File: src/rtl/uart_tx_pkg.sv
package uart_tx_pkg;
  typedef enum logic [1:0] {
    IRQ_ON_LOAD  = 2'b00,
    IRQ_ON_DONE  = 2'b01,
    IRQ_ON_DRAIN = 2'b10,
    IRQ_NONE     = 2'b11
  } irq_sel_e;
endpackage

File: src/rtl/tx_hold_fifo.sv
module tx_hold_fifo #(
  parameter int WIDTH = 8,
  parameter int DEPTH = 4,
  parameter int CW    = $clog2(DEPTH + 1)
) (
  input  logic             clk,
  input  logic             rst,
  input  logic             flush,
  input  logic             push,
  input  logic [WIDTH-1:0] wr_data,
  input  logic             pop,
  output logic [WIDTH-1:0] rd_data,
  output logic [CW-1:0]    count,
  output logic             full,
  output logic             empty
);
  localparam int AW = (DEPTH > 1) ? $clog2(DEPTH) : 1;

  logic [WIDTH-1:0] mem [DEPTH];
  logic [AW-1:0]    wp, rp;
  logic             push_ok, pop_ok;

  function automatic logic [AW-1:0] bump(input logic [AW-1:0] p);
    return (p == AW'(DEPTH - 1)) ? '0 : p + AW'(1);
  endfunction

  assign full    = (count == CW'(DEPTH));
  assign empty   = (count == '0);
  assign push_ok = push & ~full;
  assign pop_ok  = pop & ~empty;
  assign rd_data = mem[rp];

  // storage has no reset so it maps onto plain RAM
  always_ff @(posedge clk) begin
    if (push_ok) mem[wp] <= wr_data;
  end

  always_ff @(posedge clk) begin
    if (rst || flush) begin
      wp    <= '0;
      rp    <= '0;
      count <= '0;
    end else begin
      if (push_ok) wp <= bump(wp);
      if (pop_ok)  rp <= bump(rp);
      case ({push_ok, pop_ok})
        2'b10:   count <= count + CW'(1);
        2'b01:   count <= count - CW'(1);
        default: count <= count;
      endcase
    end
  end

  // a push into a full buffer with no pop leaves it full, never wrapped
  p_no_overflow_r2: assert property (@(posedge clk) disable iff (rst)
    (full && push && !pop) |=> (count == CW'(DEPTH)));

  // a flush empties the buffer
  p_flush_empties_r11: assert property (@(posedge clk) disable iff (rst)
    flush |=> empty);
endmodule

File: src/rtl/tx_frame_shifter.sv
module tx_frame_shifter #(
  parameter int DATA_W    = 8,
  parameter int BRK_ZEROS = 12
) (
  input  logic              clk,
  input  logic              rst,
  input  logic              abort,
  input  logic              baud_tick,
  input  logic              start_data,
  input  logic              start_brk,
  input  logic [DATA_W-1:0] data,
  output logic              busy,
  output logic              brk_active,
  output logic              line_bit,
  output logic              done
);
  // a break frame is start + BRK_ZEROS zeros + stop; data frames fit inside it
  localparam int FRAME_W = BRK_ZEROS + 2;
  localparam int LW      = $clog2(FRAME_W + 1);
  localparam int PAD_W   = FRAME_W - DATA_W - 1;

  logic [FRAME_W-1:0] frame;
  logic [LW-1:0]      left;

  assign done     = busy & baud_tick & (left == LW'(1));
  assign line_bit = busy ? frame[0] : 1'b1;

  always_ff @(posedge clk) begin
    if (rst || abort) begin
      busy       <= 1'b0;
      brk_active <= 1'b0;
      left       <= '0;
      frame      <= '1;
    end else if (start_brk) begin
      busy       <= 1'b1;
      brk_active <= 1'b1;
      left       <= LW'(FRAME_W);
      frame      <= {1'b1, {(FRAME_W-1){1'b0}}};
    end else if (start_data) begin
      busy       <= 1'b1;
      brk_active <= 1'b0;
      left       <= LW'(DATA_W + 2);
      frame      <= {{PAD_W{1'b1}}, data, 1'b0};
    end else if (busy && baud_tick) begin
      if (left == LW'(1)) begin
        busy       <= 1'b0;
        brk_active <= 1'b0;
      end else begin
        frame <= {1'b1, frame[FRAME_W-1:1]};
        left  <= left - LW'(1);
      end
    end
  end

  // the bit that ends a frame is always the high stop bit
  p_stop_high_r3: assert property (@(posedge clk) disable iff (rst)
    done |-> frame[0]);

  // a new frame is only loaded into an idle shifter
  p_load_idle_r3: assert property (@(posedge clk) disable iff (rst)
    (start_data || start_brk) |-> !busy);

  // an abort leaves the shifter idle
  p_abort_idle_r11: assert property (@(posedge clk) disable iff (rst)
    abort |=> !busy);
endmodule

File: src/rtl/tx_irq_gen.sv
module tx_irq_gen
  import uart_tx_pkg::*;
#(
  parameter int CW = 3
) (
  input  logic          clk,
  input  logic          rst,
  input  logic          en,
  input  irq_sel_e      mode,
  input  logic          popped,
  input  logic          pushed,
  input  logic [CW-1:0] count_now,
  input  logic          frame_done,
  input  logic          brk_waiting,
  output logic          irq
);
  logic fire;

  always_comb begin
    case (mode)
      IRQ_ON_LOAD:  fire = popped;
      IRQ_ON_DRAIN: fire = popped && (count_now == CW'(1)) && !pushed;
      IRQ_ON_DONE:  fire = frame_done && (count_now == '0) && !pushed && !brk_waiting;
      default:      fire = 1'b0;
    endcase
  end

  always_ff @(posedge clk) begin
    if (rst) irq <= 1'b0;
    else     irq <= en & fire;
  end

  // every pulse lasts one cycle
  p_irq_pulse_r8: assert property (@(posedge clk) disable iff (rst)
    irq |=> !irq);

  // the reserved select produces no pulse
  p_rsvd_quiet_r8: assert property (@(posedge clk) disable iff (rst)
    (mode == IRQ_NONE) |=> !irq);
endmodule

File: src/rtl/uart_tx_engine.sv
module uart_tx_engine
  import uart_tx_pkg::*;
#(
  parameter int DATA_W    = 8,
  parameter int DEPTH     = 4,
  parameter int BRK_ZEROS = 12
) (
  input  logic              clk,
  input  logic              rst,
  input  logic              tx_en,
  input  logic              baud_tick,
  input  logic              wr_valid,
  input  logic [DATA_W-1:0] wr_data,
  input  logic              brk_set,
  input  logic [1:0]        irq_mode,
  input  logic              idle_inv,
  input  logic              ir_mode,
  input  logic              gpio_level,
  output logic              buf_full,
  output logic              shift_empty,
  output logic              brk_pending,
  output logic              irq,
  output logic              txd
);
  localparam int CW = $clog2(DEPTH + 1);

  logic [DATA_W-1:0] head;
  logic [CW-1:0]     count;
  logic              empty, full;
  logic              push, start_data, start_brk;
  logic              busy, brk_active, line_bit, done;
  logic              brk_q, txd_q, pol;
  irq_sel_e          mode_sel;

  assign mode_sel   = irq_sel_e'(irq_mode);
  assign pol        = idle_inv ^ ir_mode;
  assign push       = wr_valid & tx_en & ~full;
  assign start_brk  = tx_en & baud_tick & ~busy & brk_q;
  assign start_data = tx_en & baud_tick & ~busy & ~brk_q & ~empty;

  tx_hold_fifo #(.WIDTH(DATA_W), .DEPTH(DEPTH), .CW(CW)) u_fifo (
    .clk     (clk),
    .rst     (rst),
    .flush   (~tx_en),
    .push    (push),
    .wr_data (wr_data),
    .pop     (start_data),
    .rd_data (head),
    .count   (count),
    .full    (full),
    .empty   (empty)
  );

  tx_frame_shifter #(.DATA_W(DATA_W), .BRK_ZEROS(BRK_ZEROS)) u_shift (
    .clk        (clk),
    .rst        (rst),
    .abort      (~tx_en),
    .baud_tick  (baud_tick),
    .start_data (start_data),
    .start_brk  (start_brk),
    .data       (head),
    .busy       (busy),
    .brk_active (brk_active),
    .line_bit   (line_bit),
    .done       (done)
  );

  tx_irq_gen #(.CW(CW)) u_irq (
    .clk         (clk),
    .rst         (rst),
    .en          (tx_en),
    .mode        (mode_sel),
    .popped      (start_data),
    .pushed      (push),
    .count_now   (count),
    .frame_done  (done),
    .brk_waiting (brk_q & ~brk_active),
    .irq         (irq)
  );

  // break request: set by software, cleared when its frame ends or on disable
  always_ff @(posedge clk) begin
    if (rst || !tx_en) brk_q <= 1'b0;
    else               brk_q <= (brk_q & ~(done & brk_active)) | brk_set;
  end

  always_ff @(posedge clk) begin
    if (rst)         txd_q <= 1'b1;
    else if (!tx_en) txd_q <= gpio_level;
    else             txd_q <= line_bit ^ pol;
  end

  assign txd         = txd_q;
  assign buf_full    = full;
  assign shift_empty = ~busy & empty;
  assign brk_pending = brk_q;

  // the pin follows the port level while disabled
  p_pin_released_r11: assert property (@(posedge clk) disable iff (rst)
    !tx_en |=> (txd == $past(gpio_level)));

  // an empty transmitter cannot report a full buffer
  p_empty_not_full_r4: assert property (@(posedge clk) disable iff (rst)
    shift_empty |-> !buf_full);

  // a pending break is only dropped by its own completion or a disable
  p_brk_clear_r9: assert property (@(posedge clk) disable iff (rst)
    (brk_pending && tx_en && !(done && brk_active)) |=> brk_pending);
endmodule

File: config.mk
export PLATFORM = sky130hd
export DESIGN_NAME = uart_tx_engine
export DESIGN_NICKNAME = d
export VERILOG_FILES = /design/src/rtl/uart_tx_pkg.sv /design/src/rtl/tx_hold_fifo.sv /design/src/rtl/tx_frame_shifter.sv /design/src/rtl/tx_irq_gen.sv /design/src/rtl/uart_tx_engine.sv
export SDC_FILE = /design/constraint.sdc
export NUM_CORES = 1
export LEC_CHECK = 0
export ABC_AREA = 0
export BUFFER_PORTS_ARGS = -buffer_cell sky130_fd_sc_hd__buf_2
export CAP_MARGIN = 30
export CORE_MARGIN = 2
export CORE_UTILIZATION = 54
export CTS_BUF_LIST = sky130_fd_sc_hd__clkbuf_8 sky130_fd_sc_hd__clkbuf_16
export CTS_CLUSTER_DIAMETER = 40
export DETAILED_ROUTE_END_ITERATION = 6
export PLACE_DENSITY = 0.77
export RECOVER_POWER = 50
export SYNTH_ARGS = -nofsm -noshare
export SYNTH_HDL_FRONTEND = slang
export SYNTH_SLANG_ARGS = --single-unit
File: constraint.sdc
create_clock -name clk -period 2.6 [get_ports clk]
set_input_delay 0.13 -clock clk [delete_from_list [all_inputs] [get_ports clk]]
set_output_delay 0.13 -clock clk [all_outputs]
set_load 0.05 [all_outputs]
=== Word level (Yosys, flattened, before mapping) ===
Memories as Yosys holds them, arrays and structs flattened. A register that Yosys moved wholly into a read port is not among the register bits.
Index checks and enable logic that the tools add are counted.

* Register bits after elaboration: 29
* RAM bits: 32
* Input bits: 19
* Output and inout port bits: 5
* Memories: 1

* Add/subtract/negate cells: 5
* Equality and inequality tests: 10
* Muxes and demuxes: 24
* Bitwise operators: 27
* Reduce and logical (&&, ||, !) cells: 20

{| class="wikitable"
|+ Memory list
! memory !! depth !! bits a word !! read ports !! clocked after memory_dff !! write ports !! RTL line !! source
|-
| u_fifo.mem || 4 || 8 || 1 || 1 || 1 || tx_hold_fifo.sv:19 || <nowiki>logic [WIDTH-1:0] mem [DEPTH];</nowiki>
|}

{| class="wikitable"
|+ Operators by type and width
! operator !! number
|-
| 2-to-1 mux 13 bit || 4
|-
| bitwise AND 1 bit || 16
|-
| 2-to-1 mux 4 bit || 4
|-
| 2-to-1 mux 1 bit || 10
|-
| == test 2 bit, second input constant || 4
|-
| 2-to-1 mux 2 bit || 4
|-
| inverter 1 bit || 8
|-
| logical AND 1 bit || 6
|-
| case mux 3 bit (2 select lines) || 1
|-
| AND reduction 2 bit || 3
|-
| nonzero test 3 bit || 2
|-
| adder 2 x 1 -> 2 bit, second input constant || 2
|-
| == test 2 x 1 -> 1 bit, second input constant || 2
|-
| == test 4 x 1 -> 1 bit, second input constant || 1
|-
| subtractor 4 x 1 -> 4 bit, second input constant || 1
|-
| adder 3 x 1 -> 3 bit, second input constant || 1
|-
| == test 3 x 1 -> 1 bit, second input constant || 1
|-
| == test 3 bit, second input constant || 1
|-
| zero test 1 bit || 3
|-
| zero test 3 bit || 1
|-
| inequality test 3 bit, second input constant || 1
|-
| case mux 1 bit (3 select lines) || 1
|-
| OR reduction 3 bit || 1
|-
| subtractor 3 x 1 -> 3 bit, second input constant || 1
|-
| 5 further kinds || 7
|}

=== Depth between registers and ports, before layout ===
Gate-level depths: netlist of run 1.

* Depth in word-level cells: 8
* Mapped depth: 10
* Gate-level depth less buffers: 8

=== By module ===
From an unflattened synthesis of run 1, not the netlist that was laid out.

* Cells, all modules: 224
* Area total of the unflattened synthesis: 2892.8 sq um

{| class="wikitable"
|+ By module, submodules not included
! module !! times used !! cells each !! area an instance (sq um)
|-
| tx_hold_fifo || 1 || 98 || 1655.3
|-
| tx_frame_shifter || 1 || 103 || 1021.0
|-
| uart_tx_engine || 1 || 16 || 141.4
|-
| tx_irq_gen || 1 || 7 || 75.1
|}

=== Worst setup path after synthesis of run 1 ===
Ideal clock, no wire load.

* Path kind: reg-to-reg
* Start point: register brk_q (netlist: brk_pending)
* End point: register u_fifo.count[2]
* Setup time: 0.071 ns
* Arrival: 1.999 ns
* Data required time: 2.529 ns
* Slack: 0.531 ns
* Cell stages (with the launch flop): 7
* Path buffers: 2
* Period minus slack after synthesis: 2.069 ns
* Cell sequence: dfxtp_1 -> and3b_1 -> buf_6 -> buf_2 -> ha_1 -> or3_1 -> a21oi_1

* Longest elaborated chain between the ends: 6
* Elaborated cells between the ends (all ways): 8
* Those cells by class: eq/ne: 2; mux: 1; bitwise: 4; reduce/logical: 1

{| class="wikitable"
|+ RTL lines
! item !! RTL line !! source
|-
| start, declared || uart_tx_engine.sv:32 || <nowiki>logic brk_q, txd_q, pol;</nowiki>
|-
| start signal, assigned || uart_tx_engine.sv:84 || <nowiki>else brk_q <= (brk_q & ~(done & brk_active)) | brk_set;</nowiki>
|-
| inverter 1 bit * || uart_tx_engine.sv:39 || <nowiki>assign start_data = tx_en & baud_tick & ~busy & ~brk_q & ~empty;</nowiki>
|-
| bitwise AND 1 bit * (2 in series) || uart_tx_engine.sv:39 ||
|-
| bitwise AND 1 bit * || tx_hold_fifo.sv:30 || <nowiki>assign pop_ok = pop & ~empty;</nowiki>
|-
| == test 2 x 1 -> 1 bit / == test 2 bit (equally long branches) || tx_hold_fifo.sv:46 || <nowiki>case ({push_ok, pop_ok})</nowiki>
|-
| case mux 3 bit (2 select lines) / nonzero test 2 bit (equally long branches) || - ||
|-
| end signal, assigned || tx_hold_fifo.sv:47 || <nowiki>2'b10: count <= count + CW'(1);</nowiki>
|-
| end signal, assigned || tx_hold_fifo.sv:48 || <nowiki>2'b01: count <= count - CW'(1);</nowiki>
|-
| end signal, assigned || tx_hold_fifo.sv:49 || <nowiki>default: count <= count;</nowiki>
|-
| end, declared || tx_hold_fifo.sv:13 || <nowiki>output logic [CW-1:0] count,</nowiki>
|}

Mark *: on every way between the ends. The rest lies on a longest branch, timed or not.
A chain may end at the register's enable or synchronous reset.

=== Worst setup path after layout of run 1 ===
* Start point: register u_fifo.count[0]
* End point: register u_fifo.count[2]

* Longest elaborated chain between the ends: 6
* Elaborated cells between the ends (all ways): 14
* Those cells by class: add/sub: 2; eq/ne: 3; mux: 1; bitwise: 6; reduce/logical: 2

{| class="wikitable"
|+ RTL lines
! item !! RTL line
|-
| == test 3 bit / zero test 3 bit (equally long branches) || tx_hold_fifo.sv:27, tx_hold_fifo.sv:28
|-
| inverter 1 bit, on equally long branches || -
|-
| bitwise AND 1 bit, on equally long branches || uart_tx_engine.sv:37, uart_tx_engine.sv:39
|-
| bitwise AND 1 bit, on equally long branches || tx_hold_fifo.sv:29, tx_hold_fifo.sv:30
|-
| == test 2 x 1 -> 1 bit / == test 2 bit (equally long branches) || tx_hold_fifo.sv:46
|-
| case mux 3 bit (2 select lines) / nonzero test 2 bit (equally long branches) || -
|}

Several ways; a longest one is shown, not always the timed one.

==> results of run 1 <==
==> flip-flops by register name, indices dropped and copies added (netlist names), named ones only <==
register and count:
u_fifo.mem 32, u_shift.frame 13, u_shift.left 4, u_fifo.count 3
u_fifo.rp 2, u_fifo.wp 2, brk_pending 1, txd 1
u_irq.irq 1, u_shift.brk_active 1, u_shift.busy 1
==> area by class of cell <==
cell class,instances,area (µm²)
clock inverter,7,104
timing repair buffer,34,198
multi-input combinational,125,976
tap,67,83.8
inverter,7,26.3
fill,365,1630
clock buffer,9,124
sequential,63,1580
==> through the flow <==
step | hold WS (ns) | setup slack (ns) | cell area (µm²) | util (%)
2_1_floorplan | 0.229 | 0.531 | 2660 | -
3_3_place_gp | 0.336 | 0.595 | 2810 | 59.4
3_5_place_dp | 0.354 | 0.546 | 2810 | 59.4
4_1_cts | 0.00317 | 0.515 | 3090 | 65.5
5_1_grt | 0.00739 | 0.284 | 3090 | 65.5
6_report | 0.0226 | 0.470 | 3090 | 65.5
==> worst paths after layout <==
path	endpoint	slack (ns)	start
max	u_fifo.count[2]$_SDFFE_PP0P_	0.47	u_fifo.count[0]$_SDFFE_PP0P_
min	txd$_SDFF_PP1_	0.02	rst
max reg2reg	u_fifo.count[2]$_SDFFE_PP0P_	0.47	u_fifo.count[0]$_SDFFE_PP0P_
min reg2reg	u_shift.frame[7]$_SDFFE_PP1P_	0.47	u_shift.frame[8]$_SDFFE_PP1P_
==> metal layers <==
metal	share of wire (%)	global-route usage, %	vias up	wire length, µm
li1	-	-	825	-
met1	47	24.1	782	2160
met2	50	28.9	23	2290
met3	2.8	7.45	4	129
met4	0.76	7.88	0	35
met5	0	0	-	0
==> cell families (layout without fill, tap and decap cells) <==
kind of cell / Yosys count / after routing / synth area share (%)
flops: 63 / 63 / 59.5
simple gates: 58 / 58 / 11.5
compound gates: 38 / 38 / 9.70
buf+inv: 19 / 57 / 3.72
fa+ha+maj: 12 / 12 / 5.65
mux: 11 / 11 / 7.91
xor+xnor: 6 / 6 / 1.98
==> cell usage after synthesis (all sizes together) <==
cell type,n
o21ai,2
and3,4
and3b,2
o22ai,1
a31oi,1
buf,7
a21oi,16
a22oi,9
or3b,2
clkbuf,5
nand3b,1
inv,7
nor2,14
or2,3
nor2b,1
xor2,3
nor4,1
nor3,1
mux4,8
a211o,2
dfxtp,31
and2,3
ha,12
nand2b,3
nand2,15
a32o,1
a221o,4
nor3b,2
or3,1
nand3,5
a211oi,1
a21boi,1
xnor2,3
edfxtp,32
mux2i,3
==> critical path: stages (launching register included) <==
cell and delay (ns):
dfxtp_1 0.40, inv_1 0.08, ha_1 0.23, a21boi_0 0.18, buf_4 0.18, nand2_1 0.08, ha_1 0.37, or3_1 0.39
a21oi_1 0.14
==> repair_timing <==
action,CTS,global route
hold buffers,6,2
gates resized for setup,0,0
hold endpoints to repair,16,5
==> where the power goes <==
| part | internal, W | switching [W] |
|---|---|---|
| Combinational | 0.0000568 | 0.0000740 |
| Clock | 0.000553 | 0.000409 |
| Sequential | 0.00106 | 0.0000103 |
| Total | 0.00167 | 0.000494 |
==> results_dict.tcl, run 1 <==
set metrics [dict create \
    status "complete, no violations" \
    whs_path_depth 2 \
    ys_seq_area_share_pct 59.5 \
    fin_nets 271 \
    crit_path_end_kind "flop" \
    finalWirelength_mm 4.62 \
    die_w_um 74.1 \
    fin_crit_ns 2.13 \
    finalSetupViolCount 0 \
    grt_pass1_vias 1577 \
    root_buffer "clkbuf_8" \
    syn_nets 238 \
    slew_headroom_pct 58.0 \
    hpwlAfterDp_mm 3.02 \
    placedCellCount 288 \
    path_max_fanout 9 \
    cts_sinks 63 \
    die_h_um 74.1 \
    arrival_ns 2.39 \
    first_pass_iters 4 \
    ant_nets 0 \
    antenna_found_initial 0 \
    grt_remaining_overflow 0 \
    final_common_cell "edfxtp_1" \
    power.leakage_nw 1.11 \
    max_clock_freq_mhz 470 \
    vdd_drop_max_mv 0.536 \
    synthCells 207 \
    powerDensity_mw_per_mm2 700 \
    io_buffers 23 \
    fp-row-count 25 \
    power_w 0.00216 \
    syn_area_per_cell_um2 12.8 \
    cts_tree "done" \
    hold_viol_final 0 \
    synth_cell_type_count 42 \
    grt_max_degree 16 \
    required_ns 2.86 \
    cap_violations 0 \
    grt_usage_pct 18.8 \
    synth_top_area_share_pct 36.2 \
    via_per_inst 5.24 \
    final_cell_count_no_fill 312 \
    ys_seq_elements 63 \
    drv_slew 0 \
    clk_latency_ns 0.34 \
    path_clk_slew_ns 0.08 \
    worstSetupPathType "reg -> reg" \
    timing.setup.tns_ns 0 \
    via_count 1634 \
    rsz0062_at_grt "false" \
    start_util_pct 56.2 \
    wire_per_inst_um 14.8 \
    finalCritPeriodShare_pct 81.9 \
    mostFrequentLayoutCells "edfxtp_1, dfxtp_1, a21oi_1" \
    antenna-diode-count 0 \
    cts_buffer_depth 2 \
    fin_worst_skew_ns 0.00457 \
    htreeDepth 3 \
    drcViolationCount 0 \
    netlist_area_mm2 0.00266 \
    drive_gt1_share_pct 17.6 \
    synth.top_cells.by_area "edfxtp_1, dfxtp_1, mux4_2" \
    drtIter0Drc 130 \
    post_cts_buffers 0 \
    hp-class "in -> reg" \
    core_area_mm2 0.00472 \
    crit_path_start_kind "flop" \
    yosys_warnings 0 \
    area_delta_synth_final_pct 16.4 \
    tightest_slew_ns 0.631 \
    synth_area_leader_cell "edfxtp_1" \
    grt_pass1_wl_mm 7.42 \
    globalplace.congestion 0.751 \
    die_area_mm2 0.00550 \
    numCtsBuffers 9 \
    r2r_cells 8 \
    io_pins 24 \
]
Power figures use the tool's default switching activity.
==> inputs of run 2 (changes only) <==
- ABC_AREA: 0 -> 1
- clock period: 2.6 -> 2.1 ns (I/O delays scaled with it)
==> run 2 against run 1 <==
Against the previous run: final area rose by 11%; utilization fell by 2.4 points; worst setup slack got worse by 0.22 ns; highest routed layer unchanged.
==> results_dict.tcl, run 2 <==
set metrics [dict create \
    io_pins 24 \
    utilization_pct 63.1 \
    p_seq_share_pct 48.6 \
    top_register "u_fifo.mem" \
    rsz0062_at_grt "false" \
    area_delta_synth_final_pct 14.3 \
    htreeDepth 3 \
    synth_most_common_cell "nand2_1" \
    drtIter0Drc 114 \
    p_int_w 0.00216 \
    vdd_drop_max_mv 0.650 \
    hold_viol_final 0 \
    grt_max_degree 20 \
    largest_register_ffs 32 \
    fp-row-count 27 \
    die_w_um 78.5 \
    ys_seq_area_share_pct 52.7 \
    antenna-diode-count 0 \
    fin_nets 392 \
    p_sw_w 0.000575 \
    tightest_slew_ns 0.739 \
    die_h_um 78.5 \
    finalCritPeriodShare_pct 88.2 \
    post_cts_buffers 0 \
    power_w 0.00274 \
    swShare_pct 21.0 \
    cts_tree "done" \
    arrival_ns 2.07 \
    ys_seq_elements 63 \
    crit_path_end_kind "flop" \
    max_clock_freq_mhz 540 \
    grt_pass1_vias 2087 \
    netlist_area_mm2 0.00300 \
    wire_per_inst_um 12.5 \
    reg2reg_slack_ns 0.25 \
    syn_nets 353 \
    drcViolationCount 0 \
    synth_common_cells "nand2_1, inv_1, nand3_1, edfxtp_1, dfxtp_1" \
    antenna_found_initial 0 \
    grt_usage_pct 18.6 \
    start_util_pct 55.2 \
    cts_buffer_depth 2 \
    combPwrFrac_pct 6.8 \
    clock_power_share_pct 44.7 \
    first_pass_iters 4 \
    synthCells 322 \
    fin_crit_ns 1.85 \
    path_max_fanout 5 \
    fin_worst_skew_ns 0.00586 \
    slew_headroom_pct 50.7 \
    via_count 2182 \
    cts_sinks 63 \
    synth-async-reset-ratio_pct 0 \
    cap_violations 0 \
    synth-edff-count 32 \
    root_buffer "clkbuf_8" \
    via_per_inst 4.99 \
    globalplace.congestion 0.824 \
    drive_gt1_share_pct 14.2 \
    final_common_cell "nand2_1" \
    drv_slew 0 \
    synth_cell_type_count 30 \
    power.leakage_nw 1.48 \
    crit_path_start_kind "flop" \
    synth.top_cells.by_area "edfxtp_1, dfxtp_1, nand2_1" \
    grt_remaining_overflow 0 \
    startpoint "u_fifo.count[0]$_SDFFE_PP0P_" \
    path_clk_slew_ns 0.06 \
    die_area_mm2 0.00617 \
    io_buffers 23 \
    required_ns 2.31 \
    rr_startpoint "u_fifo.count[0]$_SDFFE_PP0P_" \
    synthFlopType "edfxtp_1" \
    hp-start "rst" \
    core_area_mm2 0.00544 \
    worstSetupPathType "reg -> reg" \
    timing.setup.tns_ns 0 \
    synth_top_area_share_pct 32.0 \
    mostFrequentLayoutCells "nand2_1, inv_1, nand3_1" \
    yosys_warnings 0 \
    clk_latency_ns 0.33 \
    hpwlAfterDp_mm 3.59 \
    powerDensity_mw_per_mm2 799 \
    syn_area_per_cell_um2 9.32 \
    grt_pass1_wl_mm 8.80 \
    numCtsBuffers 9 \
    finalWirelength_mm 5.45 \
    finalSetupViolCount 0 \
    top_regs "u_fifo.mem (32), u_shift.frame (13), u_shift.left (4)" \
    status "complete, no violations" \
    hp-class "in -> reg" \
    ant_nets 0 \
    synth_area_leader_cell "edfxtp_1" \
]
## run 2: cell count changes in the layout (fill, tap and decap cells not counted), moves of 5 or more
cell     before  now
nor2_1       14   20
nand3_1       5   43
nand2_1      15   71
inv_1         7   47
nand4_1       0   10
a22oi_1       8    0
mux4_2        8    0
nand3_2       0    8
a21oi_1      16   11
## run 2: logic make-up after synthesis
kind of cell / share of synthesized area [%]
compound gates: 5.17
simple gates: 26.0
buf+inv: 9.97
flops: 52.7
xor+xnor: 1.17
fa+ha+maj: 5.00
## run 2: path summary, 6_finish.rpt
path / end / cells after the start
setup / recovery: u_fifo.count[2]$_SDFFE_PP0P_ / 10
hold / removal: txd$_SDFF_PP1_ / 3
setup reg to reg: u_fifo.count[2]$_SDFFE_PP0P_ / 10
hold reg to reg: u_shift.frame[0]$_SDFFE_PP1P_ / 2
## run 2: layout make-up
class	instances	area (µm²)
repair buffers	39	235
well taps	72	90.1
multi-input cells	197	1090
inverters	51	196
fillers	452	2010
clock inverters	6	110
flip-flops and latches	63	1580
clock buffers	9	124
## run 2: timing repair
| item | in CTS | in global routing |
|---|---|---|
| hold endpoints to repair | 22 | 4 |
| hold buffers | 7 | 2 |
| resized for setup | 0 | 0 |
## run 2: power groups by stage
stage               logic [W]  registers, W  clock network, W
finish               0.000185       0.00133           0.00122
global route         0.000207       0.00133           0.00129
CTS                  0.000189       0.00133           0.00125
detailed placement   0.000178       0.00136                 0
global placement     0.000173       0.00136                 0
floorplan            0.000118       0.00136                 0
## run 2: per-stage QoR
step | instances | setup slack, ns | hold slack, ns | cell area [µm²]
6_report | 437 | 0.247 | 0.0226 | 3430
5_1_grt | 437 | 0.111 | 0.0412 | 3430
4_1_cts | 435 | 0.284 | 0.00153 | 3460
3_5_place_dp | 413 | 0.291 | 0.325 | 3160
3_3_place_gp | 413 | 0.351 | 0.317 | 3160
2_1_floorplan | 322 | 0.145 | 0.200 | 3000
## run 2: critical path, stage by stage, from the launching register on
cell	delay, ns
dfxtp_1	0.39
inv_1	0.08
ha_1	0.24
nand2_4	0.10
nand2_1	0.05
nor2_1	0.14
ha_1	0.31
nor2_1	0.12
o21ai_0	0.10
o21ai_0	0.16
a21oi_1	0.05
## run 2: routing by layer
layer	vias to the layer above	track usage [%]	wire length [µm]
met3	8	5.75	233
met4	0	10.4	69
li1	1127	-	-
met1	993	21.6	2410
met2	54	30.4	2740
met5	-	0	0
